<file path="src/rtl/irq_ctrl_pkg.sv">
package irq_ctrl_pkg;

  localparam int DATA_W    = 8;
  localparam int BIT_FLAG  = 7;
  localparam int BIT_EDGE  = 6;
  localparam int MODE_HI   = 5;
  localparam int MODE_LO   = 4;

  localparam int AUX_PM_EN   = 0;
  localparam int AUX_PM_FLAG = 1;
  localparam int AUX_CS_EN   = 2;
  localparam int AUX_CS_FLAG = 3;

  localparam logic [1:0] MODE_LINE0 = 2'b10;
  localparam logic [1:0] MODE_BOTH  = 2'b01;

  typedef struct packed {
    logic       edge_rise;
    logic [1:0] mode;
  } chan_cfg_t;

endpackage

</file>
<file path="src/rtl/irq_line_edge.sv">
module irq_line_edge
  import irq_ctrl_pkg::*;
#(
  parameter int SYNC_STAGES = 2,
  parameter int LINES       = 2
) (
  input  logic             clk,
  input  logic             rst_n,
  input  logic [LINES-1:0] lines_raw,
  input  chan_cfg_t        cfg,
  output logic             evt
);

  localparam int TOP = SYNC_STAGES - 1;

  logic [LINES-1:0] rise_w;
  logic [LINES-1:0] fall_w;
  logic [LINES-1:0] pick_w;

  for (genvar g = 0; g < LINES; g++) begin : g_line
    logic [SYNC_STAGES-1:0] chain_q;
    logic [SYNC_STAGES-1:0] chain_d;
    logic                   last_q;

    always_comb begin
      chain_d = {chain_q[TOP-1:0], lines_raw[g]};
    end

    always_ff @(posedge clk or negedge rst_n) begin
      if (!rst_n) begin
        chain_q <= '0;
        last_q  <= 1'b0;
      end else begin
        chain_q <= chain_d;
        last_q  <= chain_q[TOP];
      end
    end

    assign rise_w[g] = chain_q[TOP] & ~last_q;
    assign fall_w[g] = ~chain_q[TOP] & last_q;
  end

  always_comb begin
    pick_w = cfg.edge_rise ? rise_w : fall_w;
    unique case (cfg.mode)
      MODE_LINE0: evt = pick_w[0];
      MODE_BOTH:  evt = |pick_w;
      default:    evt = 1'b0;
    endcase
  end

endmodule

</file>
<file path="src/rtl/irq_sticky_flag.sv">
module irq_sticky_flag (
  input  logic clk,
  input  logic rst_n,
  input  logic set_i,
  input  logic clr_i,
  output logic flag_o
);

  logic flag_d;

  always_comb begin
    flag_d = flag_o;
    if (clr_i) flag_d = 1'b0;
    if (set_i) flag_d = 1'b1;
  end

  always_ff @(posedge clk or negedge rst_n) begin
    if (!rst_n) flag_o <= 1'b0;
    else        flag_o <= flag_d;
  end

  AST_FLAG_HOLD: assert property (@(posedge clk) disable iff (!rst_n)
    (flag_o && !clr_i) |=> flag_o);
  AST_FLAG_W1C: assert property (@(posedge clk) disable iff (!rst_n)
    (clr_i && !set_i) |=> !flag_o);
  AST_FLAG_SET: assert property (@(posedge clk) disable iff (!rst_n)
    set_i |=> flag_o);

endmodule

</file>
<file path="src/rtl/irq_edge_ctrl.sv">
module irq_edge_ctrl
  import irq_ctrl_pkg::*;
#(
  parameter int NUM_CH      = 4,
  parameter int ADDR_W      = 3,
  parameter int SYNC_STAGES = 2
) (
  input  logic              clk,
  input  logic              rst_n,
  input  logic [NUM_CH-1:0] pc_line0,
  input  logic [NUM_CH-1:0] pc_line4,
  input  logic              pm_evt,
  input  logic              cs_evt,
  input  logic [ADDR_W-1:0] bus_addr,
  input  logic              bus_wr,
  input  logic [DATA_W-1:0] bus_wdata,
  output logic [DATA_W-1:0] bus_rdata,
  output logic              irq_out,
  output logic              irq_ext
);

  localparam logic [ADDR_W-1:0] SW_ADDR  = ADDR_W'(NUM_CH);
  localparam logic [ADDR_W-1:0] CLR_ADDR = ADDR_W'(NUM_CH + 1);
  localparam int               NFLAGS   = NUM_CH + 3;

  // reset: asserted asynchronously, released on the clock
  logic rst_meta_q, rst_sync_n;
  always_ff @(posedge clk or negedge rst_n) begin
    if (!rst_n) begin
      rst_meta_q <= 1'b0;
      rst_sync_n <= 1'b0;
    end else begin
      rst_meta_q <= 1'b1;
      rst_sync_n <= rst_meta_q;
    end
  end

  // write decode
  logic [NUM_CH-1:0] wr_ch;
  logic              wr_sw, clr_all;
  always_comb begin
    for (int n = 0; n < NUM_CH; n++) begin
      wr_ch[n] = bus_wr && (bus_addr == ADDR_W'(n));
    end
    wr_sw   = bus_wr && (bus_addr == SW_ADDR);
    clr_all = bus_wr && (bus_addr == CLR_ADDR);
  end

  // control registers
  chan_cfg_t cfg_q [NUM_CH];
  chan_cfg_t cfg_d [NUM_CH];
  logic      pm_en_q, pm_en_d, cs_en_q, cs_en_d;

  always_comb begin
    for (int n = 0; n < NUM_CH; n++) begin
      cfg_d[n] = cfg_q[n];
      if (wr_ch[n]) begin
        cfg_d[n].edge_rise = bus_wdata[BIT_EDGE];
        cfg_d[n].mode      = bus_wdata[MODE_HI:MODE_LO];
      end
    end
    pm_en_d = wr_ch[0] ? bus_wdata[AUX_PM_EN] : pm_en_q;
    cs_en_d = wr_ch[0] ? bus_wdata[AUX_CS_EN] : cs_en_q;
  end

  always_ff @(posedge clk or negedge rst_sync_n) begin
    if (!rst_sync_n) begin
      for (int n = 0; n < NUM_CH; n++) cfg_q[n] <= '0;
      pm_en_q <= 1'b0;
      cs_en_q <= 1'b0;
    end else begin
      for (int n = 0; n < NUM_CH; n++) cfg_q[n] <= cfg_d[n];
      pm_en_q <= pm_en_d;
      cs_en_q <= cs_en_d;
    end
  end

  // channel sources
  logic [NUM_CH-1:0] ch_evt, ch_flag;

  for (genvar g = 0; g < NUM_CH; g++) begin : g_ch
    irq_line_edge #(.SYNC_STAGES(SYNC_STAGES), .LINES(2)) u_edge (
      .clk       (clk),
      .rst_n     (rst_sync_n),
      .lines_raw ({pc_line4[g], pc_line0[g]}),
      .cfg       (cfg_q[g]),
      .evt       (ch_evt[g])
    );

    irq_sticky_flag u_flag (
      .clk    (clk),
      .rst_n  (rst_sync_n),
      .set_i  (ch_evt[g]),
      .clr_i  (clr_all | (wr_ch[g] & bus_wdata[BIT_FLAG])),
      .flag_o (ch_flag[g])
    );

    AST_CH_DISABLED: assert property (@(posedge clk) disable iff (!rst_sync_n)
      ((cfg_q[g].mode[1] == cfg_q[g].mode[0]) && !ch_flag[g]) |=> !ch_flag[g]);
  end

  // detector and software sources
  logic pm_flag, cs_flag, sw_flag;

  irq_sticky_flag u_pm_flag (
    .clk    (clk),
    .rst_n  (rst_sync_n),
    .set_i  (pm_evt & pm_en_q),
    .clr_i  (clr_all | (wr_ch[0] & bus_wdata[AUX_PM_FLAG])),
    .flag_o (pm_flag)
  );

  irq_sticky_flag u_cs_flag (
    .clk    (clk),
    .rst_n  (rst_sync_n),
    .set_i  (cs_evt & cs_en_q),
    .clr_i  (clr_all | (wr_ch[0] & bus_wdata[AUX_CS_FLAG])),
    .flag_o (cs_flag)
  );

  irq_sticky_flag u_sw_flag (
    .clk    (clk),
    .rst_n  (rst_sync_n),
    .set_i  (wr_sw),
    .clr_i  (clr_all),
    .flag_o (sw_flag)
  );

  // interrupt output
  logic [NFLAGS-1:0] all_flags;
  logic              irq_d, irq_q;

  always_comb begin
    all_flags = {ch_flag, pm_flag, cs_flag, sw_flag};
    irq_d     = |all_flags;
  end

  always_ff @(posedge clk or negedge rst_sync_n) begin
    if (!rst_sync_n) irq_q <= 1'b0;
    else             irq_q <= irq_d;
  end

  assign irq_out = irq_q;
  assign irq_ext = irq_q;

  // read mux
  always_comb begin
    bus_rdata = '0;
    for (int n = 0; n < NUM_CH; n++) begin
      if (bus_addr == ADDR_W'(n)) begin
        bus_rdata[BIT_FLAG]        = ch_flag[n];
        bus_rdata[BIT_EDGE]        = cfg_q[n].edge_rise;
        bus_rdata[MODE_HI:MODE_LO] = cfg_q[n].mode;
        if (n == 0) begin
          bus_rdata[AUX_CS_FLAG] = cs_flag;
          bus_rdata[AUX_CS_EN]   = cs_en_q;
          bus_rdata[AUX_PM_FLAG] = pm_flag;
          bus_rdata[AUX_PM_EN]   = pm_en_q;
        end
      end
    end
    if (bus_addr == SW_ADDR) bus_rdata = {{(DATA_W-1){1'b0}}, sw_flag};
  end

  AST_IRQ_RAISE: assert property (@(posedge clk) disable iff (!rst_sync_n)
    (|ch_flag || pm_flag || cs_flag || sw_flag) |=> irq_out);
  AST_SW_SET: assert property (@(posedge clk) disable iff (!rst_sync_n)
    wr_sw |=> sw_flag);
  AST_CLR_SW: assert property (@(posedge clk) disable iff (!rst_sync_n)
    clr_all |=> !sw_flag);
  AST_PM_OFF: assert property (@(posedge clk) disable iff (!rst_sync_n)
    (!pm_en_q && !pm_flag && !wr_ch[0]) |=> !pm_flag);

endmodule

</file>
<file path="config.mk">
export PLATFORM = sky130hd
export DESIGN_NAME = irq_edge_ctrl
export DESIGN_NICKNAME = d
export VERILOG_FILES = /design/src/rtl/irq_ctrl_pkg.sv /design/src/rtl/irq_line_edge.sv /design/src/rtl/irq_sticky_flag.sv /design/src/rtl/irq_edge_ctrl.sv
export SDC_FILE = /design/constraint.sdc
export NUM_CORES = 1
export LEC_CHECK = 0
export BUFFER_PORTS_ARGS = -buffer_cell sky130_fd_sc_hd__buf_2
export CAP_MARGIN = 5
export CORE_MARGIN = 10
export CORE_UTILIZATION = 55
export CTS_CLUSTER_DIAMETER = 80
export DETAILED_ROUTE_END_ITERATION = 6
export GPL_ROUTABILITY_DRIVEN = 0
export PLACE_DENSITY = 0.88
export SYNTH_ARGS = -nofsm -noshare
export SYNTH_HDL_FRONTEND = slang
export SYNTH_HIERARCHICAL = 1
export SYNTH_SLANG_ARGS = --single-unit
</file>
<file path="constraint.sdc">
create_clock -name clk -period 1.8 [get_ports clk]
set_input_delay 0 -clock clk [delete_from_list [all_inputs] [get_ports clk]]
set_output_delay 0 -clock clk [all_outputs]
set_load 0.1 [all_outputs]
</file>
[After elaboration in Yosys (flattened, before gate mapping)]
Index checks and enable logic that the tools add are counted.
Word-level totals
  register bits after elaboration: 48
  bits of input ports: 24
  output and inout bits: 10
  word-level logic and storage cells: 141
Operators by class
  eq/ne operators: 13
  muxes and demuxes: 27
  bitwise logic cells: 46
  reductions and logical operators: 19
Operators by type and width (count)
  $and A1 B1 Y1: 24
  $mux W8: 2
  $not A1 Y1: 16
  $mux W1: 14
  $reduce_bool A2 Y1: 7
  $mux W4: 3
  $eq A2 B1 Y1 const B: 4
  $eq A2 B2 Y1 const B: 4
  $mux W2: 4
  $pmux W1 S2: 4
  $reduce_or A2 Y1: 4
  $reduce_or A7 Y1: 1
  $eq A3 B2 Y1 const B: 2
  $eq A3 B3 Y1 const B: 2
  $logic_and A1 B1 Y1: 6
  $or A1 B1 Y1: 6
  $eq A3 B1 Y1 const B: 1
  $logic_not A3 Y1: 1

[Depth between registers and ports, before layout]
Gate-level depths: netlist (run 1).
  depth after elaboration: 6
  depth in mapped cells: 6
  mapped depth without buffers: 6

[By module]
Netlist (run 1), hierarchy kept.
By module, submodules not included
  irq_edge_ctrl: times used 1, cells an instance 73, area an instance 962.2 um2, seq. area each 425.4 um2
  irq_line_edge: times used 4, cells an instance 17, area an instance 232.7 um2, seq. area each 150.1 um2
  irq_sticky_flag: times used 7, cells an instance 3, area an instance 36.3 um2, seq. area each 25.0 um2

[Least setup slack after synthesis (run 1)]
Ideal clock, no wire load.
  kind: reg-to-output
  start point: register u_sw_flag.flag_o
  end point: output port bus_rdata[0]
  arrival time: 2.441 ns
  data required time: 1.800 ns
  path slack: -0.641 ns
  cell stages (with the launch flop): 3
  path buffers: 0
  path through: dfrtp_1 > mux2i_1 > nor3_1
Between the ends
  cells in the longest elaborated chain, start to end: 1
Ends and longest elaborated chain
  start: declaration: line irq_sticky_flag.sv:6  | output logic flag_o
  start signal: assignment: line irq_sticky_flag.sv:19  | else flag_o <= flag_d;
  $mux W8: line irq_edge_ctrl.sv:162  | if (bus_addr == SW_ADDR) bus_rdata = {{(DATA_W-1){1'b0}}, sw_flag};
  end: declaration: line irq_edge_ctrl.sv:17  | output logic [DATA_W-1:0] bus_rdata,
Every way passes these cells.

[Worst setup path in the final report (run 1)]
  start point: register, netlist name cfg_q[4]
  end point: output port bus_rdata[5]
Between the ends
  cells in the longest elaborated chain, start to end: 3
Ends and longest elaborated chain
  $mux W4 (2 in a row): line irq_edge_ctrl.sv:150  | if (bus_addr == ADDR_W'(n)) begin
  $mux W8: line irq_edge_ctrl.sv:162
Every way passes these cells.

==> flow_summary.toml, run 1 <==
[global_routing]
number_of_antenna_violations_at_the_first_check_in_global_routing = 0
first_global_vias = 1447
grt_remaining_overflow = 0
grt_first_pass_wirelength_mm = 6.741
grt_start_max_net_pins = 26
groute.usage.overall_pct = 12.86

[cells_and_area]
drive_gt1_share_pct = 32.09
multiInputGateArea_um2 = 839.6
layout.nets = 246
layout.filler_cells = 255
regArea_um2 = 1202
area.growth.synth_to_final_pct = 22.55
layout.core_utilization_pct = 70.81
antennaDiodeCount = 0
final_design_area_no_fill_um2 = 2631

[cts]
root_buffer = "clkbuf_8"
path_clk_slew_ns = 0.08
cts-resized-gates = 0
worstSkewPairLatency_ns = 0.30
cts_tree = "done"
htreeDepth = 2
cts_buffers = 5
cts.sinks = 48
cts_buffer_depth = 2

[sta]
post-route-period-util_pct = 94.75
min_period_ns = 1.706
setup_total_negative_slack_ns = 0
final_max_slew_viol_count = 0
finalClockSkew_ns = 0.006730
grt_setup_unrepaired = "no"
fmax_mhz = 586.3
setup_violations = 0
final_hold_violation_count = 0

[floorplanning]
io_pins = 34
rows = 22
initial_core_util_pct = 57.78
die_w_um = 82.48
die_height_um = 82.48
core-area_um2 = 3716
die_area_um2 = 6803

[yosys]
post_synth.cell_area_avg_um2 = 13.25
syn-num-nets = 194
synth_top_flop_cell = "dfrtp_1"
synth_seq_area_share_pct = 55.94
ys.warnings.count = 6
postSynthCellCount = 162
count_of_flip_flops_with_a_built_in_enable_after_synthesis = 0
postSynth.asyncResetShare_pct = 100.0
synth_area_um2 = 2147
ys_ff_latch = 48
synthDistinctLibCells = 31

[drt]
drc = 0
postRouteWirelength_mm = 4.014
detailedRoute.firstIterationViolations = 120
vias = 1386
wl_per_cell_um = 15.26
viasPerCell = 5.270
ant_nets = 0
drt-pass1-iter-count = 4

[min_path]
hold_depth = 3
hp-class = "in -> reg"
min-delay-start = "cs_evt"
hold_end = "u_cs_flag/flag_o"

[setup_path]
worst_setup_path_startpoint = "cfg_q[4]"
r2r-start = "cfg_q[4]"
critical_path_arrival_ns = 1.71
reg_to_reg_setup_timing_slack_ns = 0.30
reg2regPathDepth = 6
cp-end-kind = "output pin"
critical-path-max-stage-delay_ns = 0.52
cp_slowest_cell = "mux4_1"
cp_data_required_time_ns = 1.80
criticalPathCategory = "reg -> out"
crit-reg2reg-capture = "g_ch[2].u_flag/flag_o"
critical_path.startpoint_type = "register"
path_max_fanout = 4
crit_path_cell_trace = "mux4_1, nor2b_2, buf_2"

[run_status]
outcome = "finished, final reports clean"

[job]
drv.max_cap_violation_count = 0

[placement]
placed_area_um2 = 2374
place.detailed.hpwl_mm = 2.993
portBuffers = 33

[pwr]
power_leakage_nw = 1.238
post-layout-total-power_mw = 2.838
vdd_ir_drop_max_mv = 0.6504
power.density_cell_area_nw_per_um2 = 1079
## synthesized netlist by cell type (5+ instances only)
cell	n	area share [%]
a21o_1	7	2.4
and2_1	5	1.5
dfrtp_1	48	56
ha_1	8	4.7
inv_1	23	4.0
mux2_2	11	5.8
nand2_1	6	1.0
## sequential cells by signal (all words and copies together), names as in the netlist
signal and count:
g_ch.u_edge/g_line.chain_q 16, cs_en_q 1, rst_sync_n 1, u_sw_flag/flag_o 1, cfg_q 12, g_ch.u_edge/g_line.last_q 8
u_pm_flag/flag_o 1, g_ch.u_flag/flag_o 4, rst_meta_q 1, irq_ext 1, pm_en_q 1, u_cs_flag/flag_o 1
## stage by stage
| step | std cells | hold slack [ns] | setup slack (ns) |
|---|---|---|---|
| finish | 263 | 0.01336 | 0.09449 |
| detailed placement | 240 | -0.2117 | 0.3103 |
| global route | 263 | 0.008167 | 0.03897 |
| floorplan | 162 | -0.2956 | 0.2123 |
| global placement | 240 | -0.2127 | 0.3306 |
| CTS | 263 | 0.002697 | 0.09410 |
## routing by layer
metal / GRT usage (%) / part of all wire [%]
met5: 0 / 0
met4: 4.422 / 0.52
met3: 4.860 / 8.7
met2: 19.91 / 46
met1: 16.18 / 44
## kinds of logic after synthesis
group,Yosys count,share of synthesized area [%]
flip-flops,48,55.94
AND/OR/NAND/NOR,34,10.90
buffers and inverters,27,5.652
AO/OA/AOI/OAI,25,10.14
multiplexers,19,12.53
adder cells (fa/ha/maj),8,4.662
other,1,0.1747
## final cells by class
cell class / count / area share [%]
Sequential cell: 48 / 45.70
Clock inverter: 2 / 1.331
Clock buffer: 6 / 2.758
Inverter: 23 / 3.281
Timing Repair Buffer: 49 / 12.74
Multi-Input combinational cell: 87 / 31.91
Tap cell: 48 / 2.282
## cell usage in the layout, fill, tap and decap left out, types with 2 or more instances in the layout
cell type / instances
nor3_1: 3
nor2b_2: 4
nand4b_1: 2
nand3b_1: 4
a21o_1: 7
clkbuf_8: 5
o221a_1: 4
dlygate4sd3_1: 15
nand2_1: 6
mux2_1: 3
a21bo_2: 2
inv_1: 23
and2_1: 5
dfrtp_1: 47
o21ai_1: 3
a2111oi_2: 4
ha_1: 8
mux2_2: 11
nor2_1: 4
mux4_1: 3
buf_2: 33
a21oi_1: 4
## worst max path at each step
stage                             to  slack, ns  depth (start not counted)
2_1_floorplan           bus_rdata[0]       0.21                          2
3_3_place_gp   g_ch[2].u_flag/flag_o       0.33                          6
3_5_place_dp   g_ch[2].u_flag/flag_o       0.31                          6
4_1_cts                 bus_rdata[5]       0.09                          3
5_1_grt                 bus_rdata[5]       0.04                          3
6_report                bus_rdata[5]       0.09                          3
## critical path: cells and delay by family, from the launching register on
kind                   cells  cell delay (ns)
buffers and inverters      1             0.30
and+or+nand+nor            1             0.17
DFF                        1             0.43
muxes                      1             0.52
## power by group
| group | switching, mW | internal [mW] |
|---|---|---|
| Combinational | 0.390 | 0.315 |
| Sequential | 0.146 | 1.24 |
| Clock | 0.336 | 0.412 |
| Total | 0.872 | 1.97 |
## what timing repair did
action                    CTS  global route
hold buffers               15             0
hold endpoints to repair   18             0
buffers inserted            0             0
No activity file was read; power rests on OpenSTA's default activity.
==> inputs of run 2 (changes only) <==
Settings changed: ABC_AREA set to 1, PLACE_DENSITY 0.88 to 0.87, TNS_END_PERCENT set to 20.
==> flow_summary.toml, run 2 <==
[setup_path]
cp_slowest_cell = "buf_2"
critical_path_buf_inv_count = 1
crit_path_cell_trace = "nand4_1, nand3_1, nand2_1, a21oi_1, buf_2"
critical-path-top-delay-family = "buffers and inverters"
cp_num_cells = 5
reg_to_reg_setup_timing_slack_ns = 0.61
cp-end-kind = "output pin"
criticalPathCategory = "reg -> out"
cp_data_required_time_ns = 1.80
critical_path.startpoint_type = "register"
critical-path-max-stage-delay_ns = 0.46
path_max_fanout = 4
critical_path_arrival_ns = 1.58
reg2regPathDepth = 8

[sta]
final_hold_violation_count = 0
hold_ws_ns = 0.03204
final_max_slew_viol_count = 0
post-route-period-util_pct = 87.73
min_period_ns = 1.579
grt_setup_unrepaired = "no"
finalClockSkew_ns = 0.008172
fmax_mhz = 633.3
setup_violations = 0

[yosys]
synth_top_cell_by_area = "dfrtp_1"
synth_top_flop_cell = "dfrtp_1"
postSynthCellCount = 259
synth_area_um2 = 2257
count_of_flip_flops_with_a_built_in_enable_after_synthesis = 0
ys.warnings.count = 6
post-synth-top-area-fraction_pct = 53.22
postSynth.asyncResetShare_pct = 100.0
post_synth_main_area_contributors = "dfrtp_1 (53%), nand2_1 (8.6%), inv_1 (7.6%)"
synthDistinctLibCells = 27
syn-num-nets = 291
ys_ff_latch = 48
synth_seq_area_share_pct = 53.22
post_synth.cell_area_avg_um2 = 8.715
synthMostInstantiatedCell = "nand2_1"
synthTopCellsByCount = "nand2_1 (52), dfrtp_1 (48), inv_1 (46), nor2_1 (31), nand3_1 (20)"

[floorplanning]
die_w_um = 84.06
die_area_um2 = 7066
initial_core_util_pct = 56.43
io_pins = 34
die_height_um = 84.06
core-area_um2 = 4000
rows = 23

[min_path]
hold_depth = 3
hp-class = "in -> reg"

[cts]
post_cts_hold_buffer_count = 14
cts-resized-gates = 0
cts_buffer_depth = 2
path_clk_slew_ns = 0.08
cts_buffers = 5
worstSkewPairLatency_ns = 0.30
htreeDepth = 2
cts.sinks = 48
root_buffer = "clkbuf_8"
cts_tree = "done"
post_cts_buffers = 0

[placement]
portBuffers = 33
place.detailed.hpwl_mm = 3.310
placed_area_um2 = 2479

[cells_and_area]
drive_gt1_share_pct = 18.65
layout.filler_cells = 301
final_design_area_no_fill_um2 = 2778
area.growth.synth_to_final_pct = 23.06
mostFrequentLayoutCells = "nand2_1 (52), dfrtp_1 (47), inv_1 (46), buf_2 (33), nor2_1 (31)"
mostFrequentLayoutCell = "nand2_1"
antennaDiodeCount = 0
largest_reg_flops = 16
most_flops_register = "g_ch.u_edge/g_line.chain_q"
largest_registers = "g_ch.u_edge/g_line.chain_q: 16 flops, cfg_q: 12 flops, g_ch.u_edge/g_line.last_q: 8 flops"
layout.nets = 342

[pwr]
p_comb_share_pct = 20.3
power.share.clock_pct = 34.7
power_leakage_nw = 1.464
seq_power_share_pct = 45.0
sw_frac_of_total_pct = 29.30
vdd_ir_drop_max_mv = 0.7026
cellInternalPower_mw = 2.130
power.density_cell_area_nw_per_um2 = 1085
power_switching_uw = 883.1

[drt]
postRouteWirelength_mm = 4.822
drt-pass1-iter-count = 4
drc = 0
detailedRoute.firstIterationViolations = 109
vias = 1793
viasPerCell = 4.967
ant_nets = 0
wl_per_cell_um = 13.36

[run_status]
outcome = "finished, final reports clean"

[global_routing]
grt_remaining_overflow = 0
number_of_antenna_violations_at_the_first_check_in_global_routing = 0
first_global_vias = 1813
grt_first_pass_wirelength_mm = 8.211
groute.usage.overall_pct = 14.03
grt_start_max_net_pins = 27

[job]
drv.max_cap_violation_count = 0
==> run 2: cell count changes in the layout (fill, tap and decap cells not counted), sizes merged, moves of 11 or more <==
cell	delta
nand2	+49
nor2	+29
inv	+28
nand3	+22
mux2	-14
o21ai	+11
==> run 2: power groups by stage <==
stage          registers, mW  logic [mW]  clock network, mW
6_report                1.36       0.613               1.05
5_1_grt                 1.38       0.687               1.10
4_1_cts                 1.36       0.613               1.06
3_5_place_dp            1.37       0.577                  0
3_3_place_gp            1.36       0.554                  0
2_1_floorplan           1.35       0.452                  0
==> run 2: kinds of logic (layout without fill, tap and decap cells) <==
family / count (synthesis) / after routing / share of synthesized area [%]
adders and majority gates: 8 / 8 / 4.435
buffers and inverters: 55 / 107 / 9.978
and+or+nand+nor: 123 / 123 / 26.44
AOI/OAI and AO/OA: 24 / 24 / 5.765
other: 1 / 1 / 0.1661
DFF: 48 / 48 / 53.21
==> run 2: cell type report <==
cell class	instances	area, um^2	share of cell area, %
Sequential cell	48	1202	43.29
Multi-Input combinational cell	156	834.6	30.05
Timing Repair Buffer	48	325.3	11.71
Inverter	51	193.9	6.982
Clock inverter	3	90.09	3.243
Clock buffer	5	68.82	2.477
Tap cell	50	62.56	2.252
==> run 2: worst reg2reg max path: cells and delay by family (launching register included) <==
family	cells	cell delay [ns]
adder cells (fa/ha/maj)	1	0.20
buffers and inverters	2	0.13
flip-flops	1	0.42
AND/OR/NAND/NOR	5	0.41
==> run 2: per-layer routing <==
| metal | wire length [um] | global-route usage, % | vias to the layer above |
|---|---|---|---|
| met5 | 0 | 0 | - |
| met4 | 59 | 4.414 | 0 |
| met3 | 252 | 4.297 | 7 |
| met2 | 2545 | 25.17 | 48 |
| met1 | 1964 | 15.19 | 844 |
| li1 | - | - | 894 |
==> run 2: stage by stage <==
stage	setup WS [ns]	instances	util, %	setup TNS [ns]	total power, mW
finish	0.2209	361	69.44	0	3.013
global route	0.1342	361	69.44	0	3.167
CTS	0.2459	361	69.44	0	3.028
detailed placement	0.5582	339	61.96	0	1.951
global placement	0.5604	339	61.96	0	1.919
floorplan	-0.2229	259	-	-0.6384	1.798
==> run 2: final timing paths <==
check	from	to
worst max-delay path	cfg_q[8]	bus_rdata[6]
worst min-delay path	bus_wdata[4]	cfg_q[0]
worst max register to register	cfg_q[7]	g_ch[1].u_flag/flag_o
worst min register to register	rst_sync_n	cfg_q[5]
max in group asynchronous	rst_sync_n	g_ch[0].u_edge/g_line[1].chain_q[0]
min in group asynchronous	rst_sync_n	cfg_q[5]
==> inputs of run 3 (changes only) <==
--- a/config.mk
+++ b/config.mk
@@ -7,5 +7,5 @@
 export LEC_CHECK = 0
 export ABC_AREA = 1
-export BUFFER_PORTS_ARGS = -buffer_cell sky130_fd_sc_hd__buf_2
+export BUFFER_PORTS_ARGS = -buffer_cell sky130_fd_sc_hd__buf_4
 export CAP_MARGIN = 5
 export CORE_MARGIN = 10
==> constraint.sdc (replaced) <==
create_clock -name clk -period 1.8 [get_ports clk]
set_input_delay 0.36 -clock clk [delete_from_list [all_inputs] [get_ports clk]]
set_output_delay 0.36 -clock clk [all_outputs]
set_load 0.1 [all_outputs]
==> flow_summary.toml, run 3 (synthesis gave the netlist of run 2 again) <==
[cells_and_area]
mostFrequentLayoutCells = "nand2_1 (51), dfrtp_1 (47), inv_1 (46), buf_4 (34), nor2_1 (31)"
layout.nets = 334
antennaDiodeCount = 0
largest_registers = "g_ch.u_edge/g_line.chain_q: 16 flops, cfg_q: 12 flops, g_ch.u_edge/g_line.last_q: 8 flops"
mostFrequentLayoutCell = "nand2_1"
largest_reg_flops = 16
area.growth.synth_to_final_pct = 22.17
final_design_area_no_fill_um2 = 2758
drive_gt1_share_pct = 21.78
layout.core_utilization_pct = 68.94
most_flops_register = "g_ch.u_edge/g_line.chain_q"

[setup_path]
critical_path_arrival_ns = 1.39
cp_data_required_time_ns = 1.44
criticalPathCategory = "reg -> out"
critical_path.startpoint_type = "register"
cp-end-kind = "output pin"
path_max_fanout = 4

[cts]
post_cts_buffers = 0
root_buffer = "clkbuf_8"
cts_tree = "done"
htreeDepth = 2
worstSkewPairLatency_ns = 0.30
cts_buffer_depth = 2
path_clk_slew_ns = 0.08
cts.sinks = 48
cts_buffers = 5

[drt]
drc = 0
vias = 1768
viasPerCell = 5.008
drt-pass1-iter-count = 4
ant_nets = 0
wl_per_cell_um = 12.80
detailedRoute.firstIterationViolations = 161
postRouteWirelength_mm = 4.519

[placement]
placed_area_um2 = 2610
place_worst_setup_slack_ns = -0.01386
place.detailed.hpwl_mm = 3.547
portBuffers = 33

[sta]
final.setup.worst_slack_ns = 0.05295
fmax_mhz = 572.4
setup_violations = 0
finalClockSkew_ns = 0.006300
final_hold_violation_count = 0
grt_setup_unrepaired = "yes"
final_max_slew_viol_count = 0
setup_total_negative_slack_ns = 0
min_period_ns = 1.747
post-route-period-util_pct = 97.06

[global_routing]
first_global_vias = 1797
number_of_antenna_violations_at_the_first_check_in_global_routing = 0
grt_remaining_overflow = 0
groute.usage.overall_pct = 13.03
grt_start_max_net_pins = 28
grt_first_pass_wirelength_mm = 7.762

[min_path]
hp-class = "in -> reg"

[run_status]
outcome = "finished, final reports clean"

[floorplanning]
die_height_um = 84.06
die_w_um = 84.06
die_area_um2 = 7066
core-area_um2 = 4000
rows = 23
io_pins = 34
initial_core_util_pct = 56.43

[pwr]
post-layout-total-power_mw = 2.739
power.density_cell_area_nw_per_um2 = 993.4
power_leakage_nw = 1.446
vdd_ir_drop_max_mv = 0.5537

[job]
drv.max_cap_violation_count = 0
==> run 3: final cells by class <==
class	count	area (um^2)
tap	50	62.56
sequential	48	1202
multi-input combinational	156	848.3
clock buffer	6	72.57
fill	306	1242
timing repair buffer	40	342.8
inverter	51	193.9
clock inverter	2	35.03
==> run 3: critical path: stages (launching register included) <==
cell,delay [ns]
dfrtp_1,0.43
nand4_1,0.12
nand3_1,0.08
nand2_1,0.09
a21oi_2,0.16
buf_8,0.21
==> run 3: metrics by stage <==
step	std cells	hold slack, ns
after floorplan	259	0.06441
after global placement	344	0.1421
after detailed placement	344	0.1478
after CTS	353	0.1550
after global routing	353	0.1396
final	353	0.1659
==> run 3: repair_timing <==
action | 4_1_cts | 5_1_grt
hold buffers | 1 | 0
gates resized for setup | 1 | 7
endpoints found under the setup margin | 1 | 4
endpoints found under the hold margin | 2 | 0
==> run 3: final timing paths <==
kind	startpoint	end	slack, ns	cells past startpoint
max reg2reg	cfg_q[6]	g_ch[1].u_flag/flag_o	0.62	7
min	pc_line4[3]	g_ch[3].u_edge/g_line[1].chain_q[0]	0.17	1
min reg2reg	rst_sync_n	g_ch[0].u_edge/g_line[1].last_q	0.21	0
min in group asynchronous	rst_sync_n	g_ch[0].u_edge/g_line[1].last_q	0.21	0
max in group asynchronous	rst_sync_n	g_ch[3].u_edge/g_line[0].last_q	1.10	1
max	cfg_q[8]	bus_rdata[6]	0.05	5
==> run 3: per-layer routing <==
| metal | GRT usage, % | routed length, um | up-vias |
|---|---|---|---|
| li1 | - | - | 881 |
| met1 | 14.81 | 1918 | 828 |
| met2 | 22.20 | 2279 | 50 |
| met3 | 3.809 | 248 | 9 |
| met4 | 5.175 | 72 | 0 |
| met5 | 0 | 0 | - |
==> run 3: report_power, final <==
| group | internal [mW] | leakage (nW) | switching, mW |
|---|---|---|---|
| logic | 0.241 | 0.825 | 0.401 |
| registers | 1.22 | 0.566 | 0.129 |
| clock network | 0.412 | 0.0552 | 0.332 |
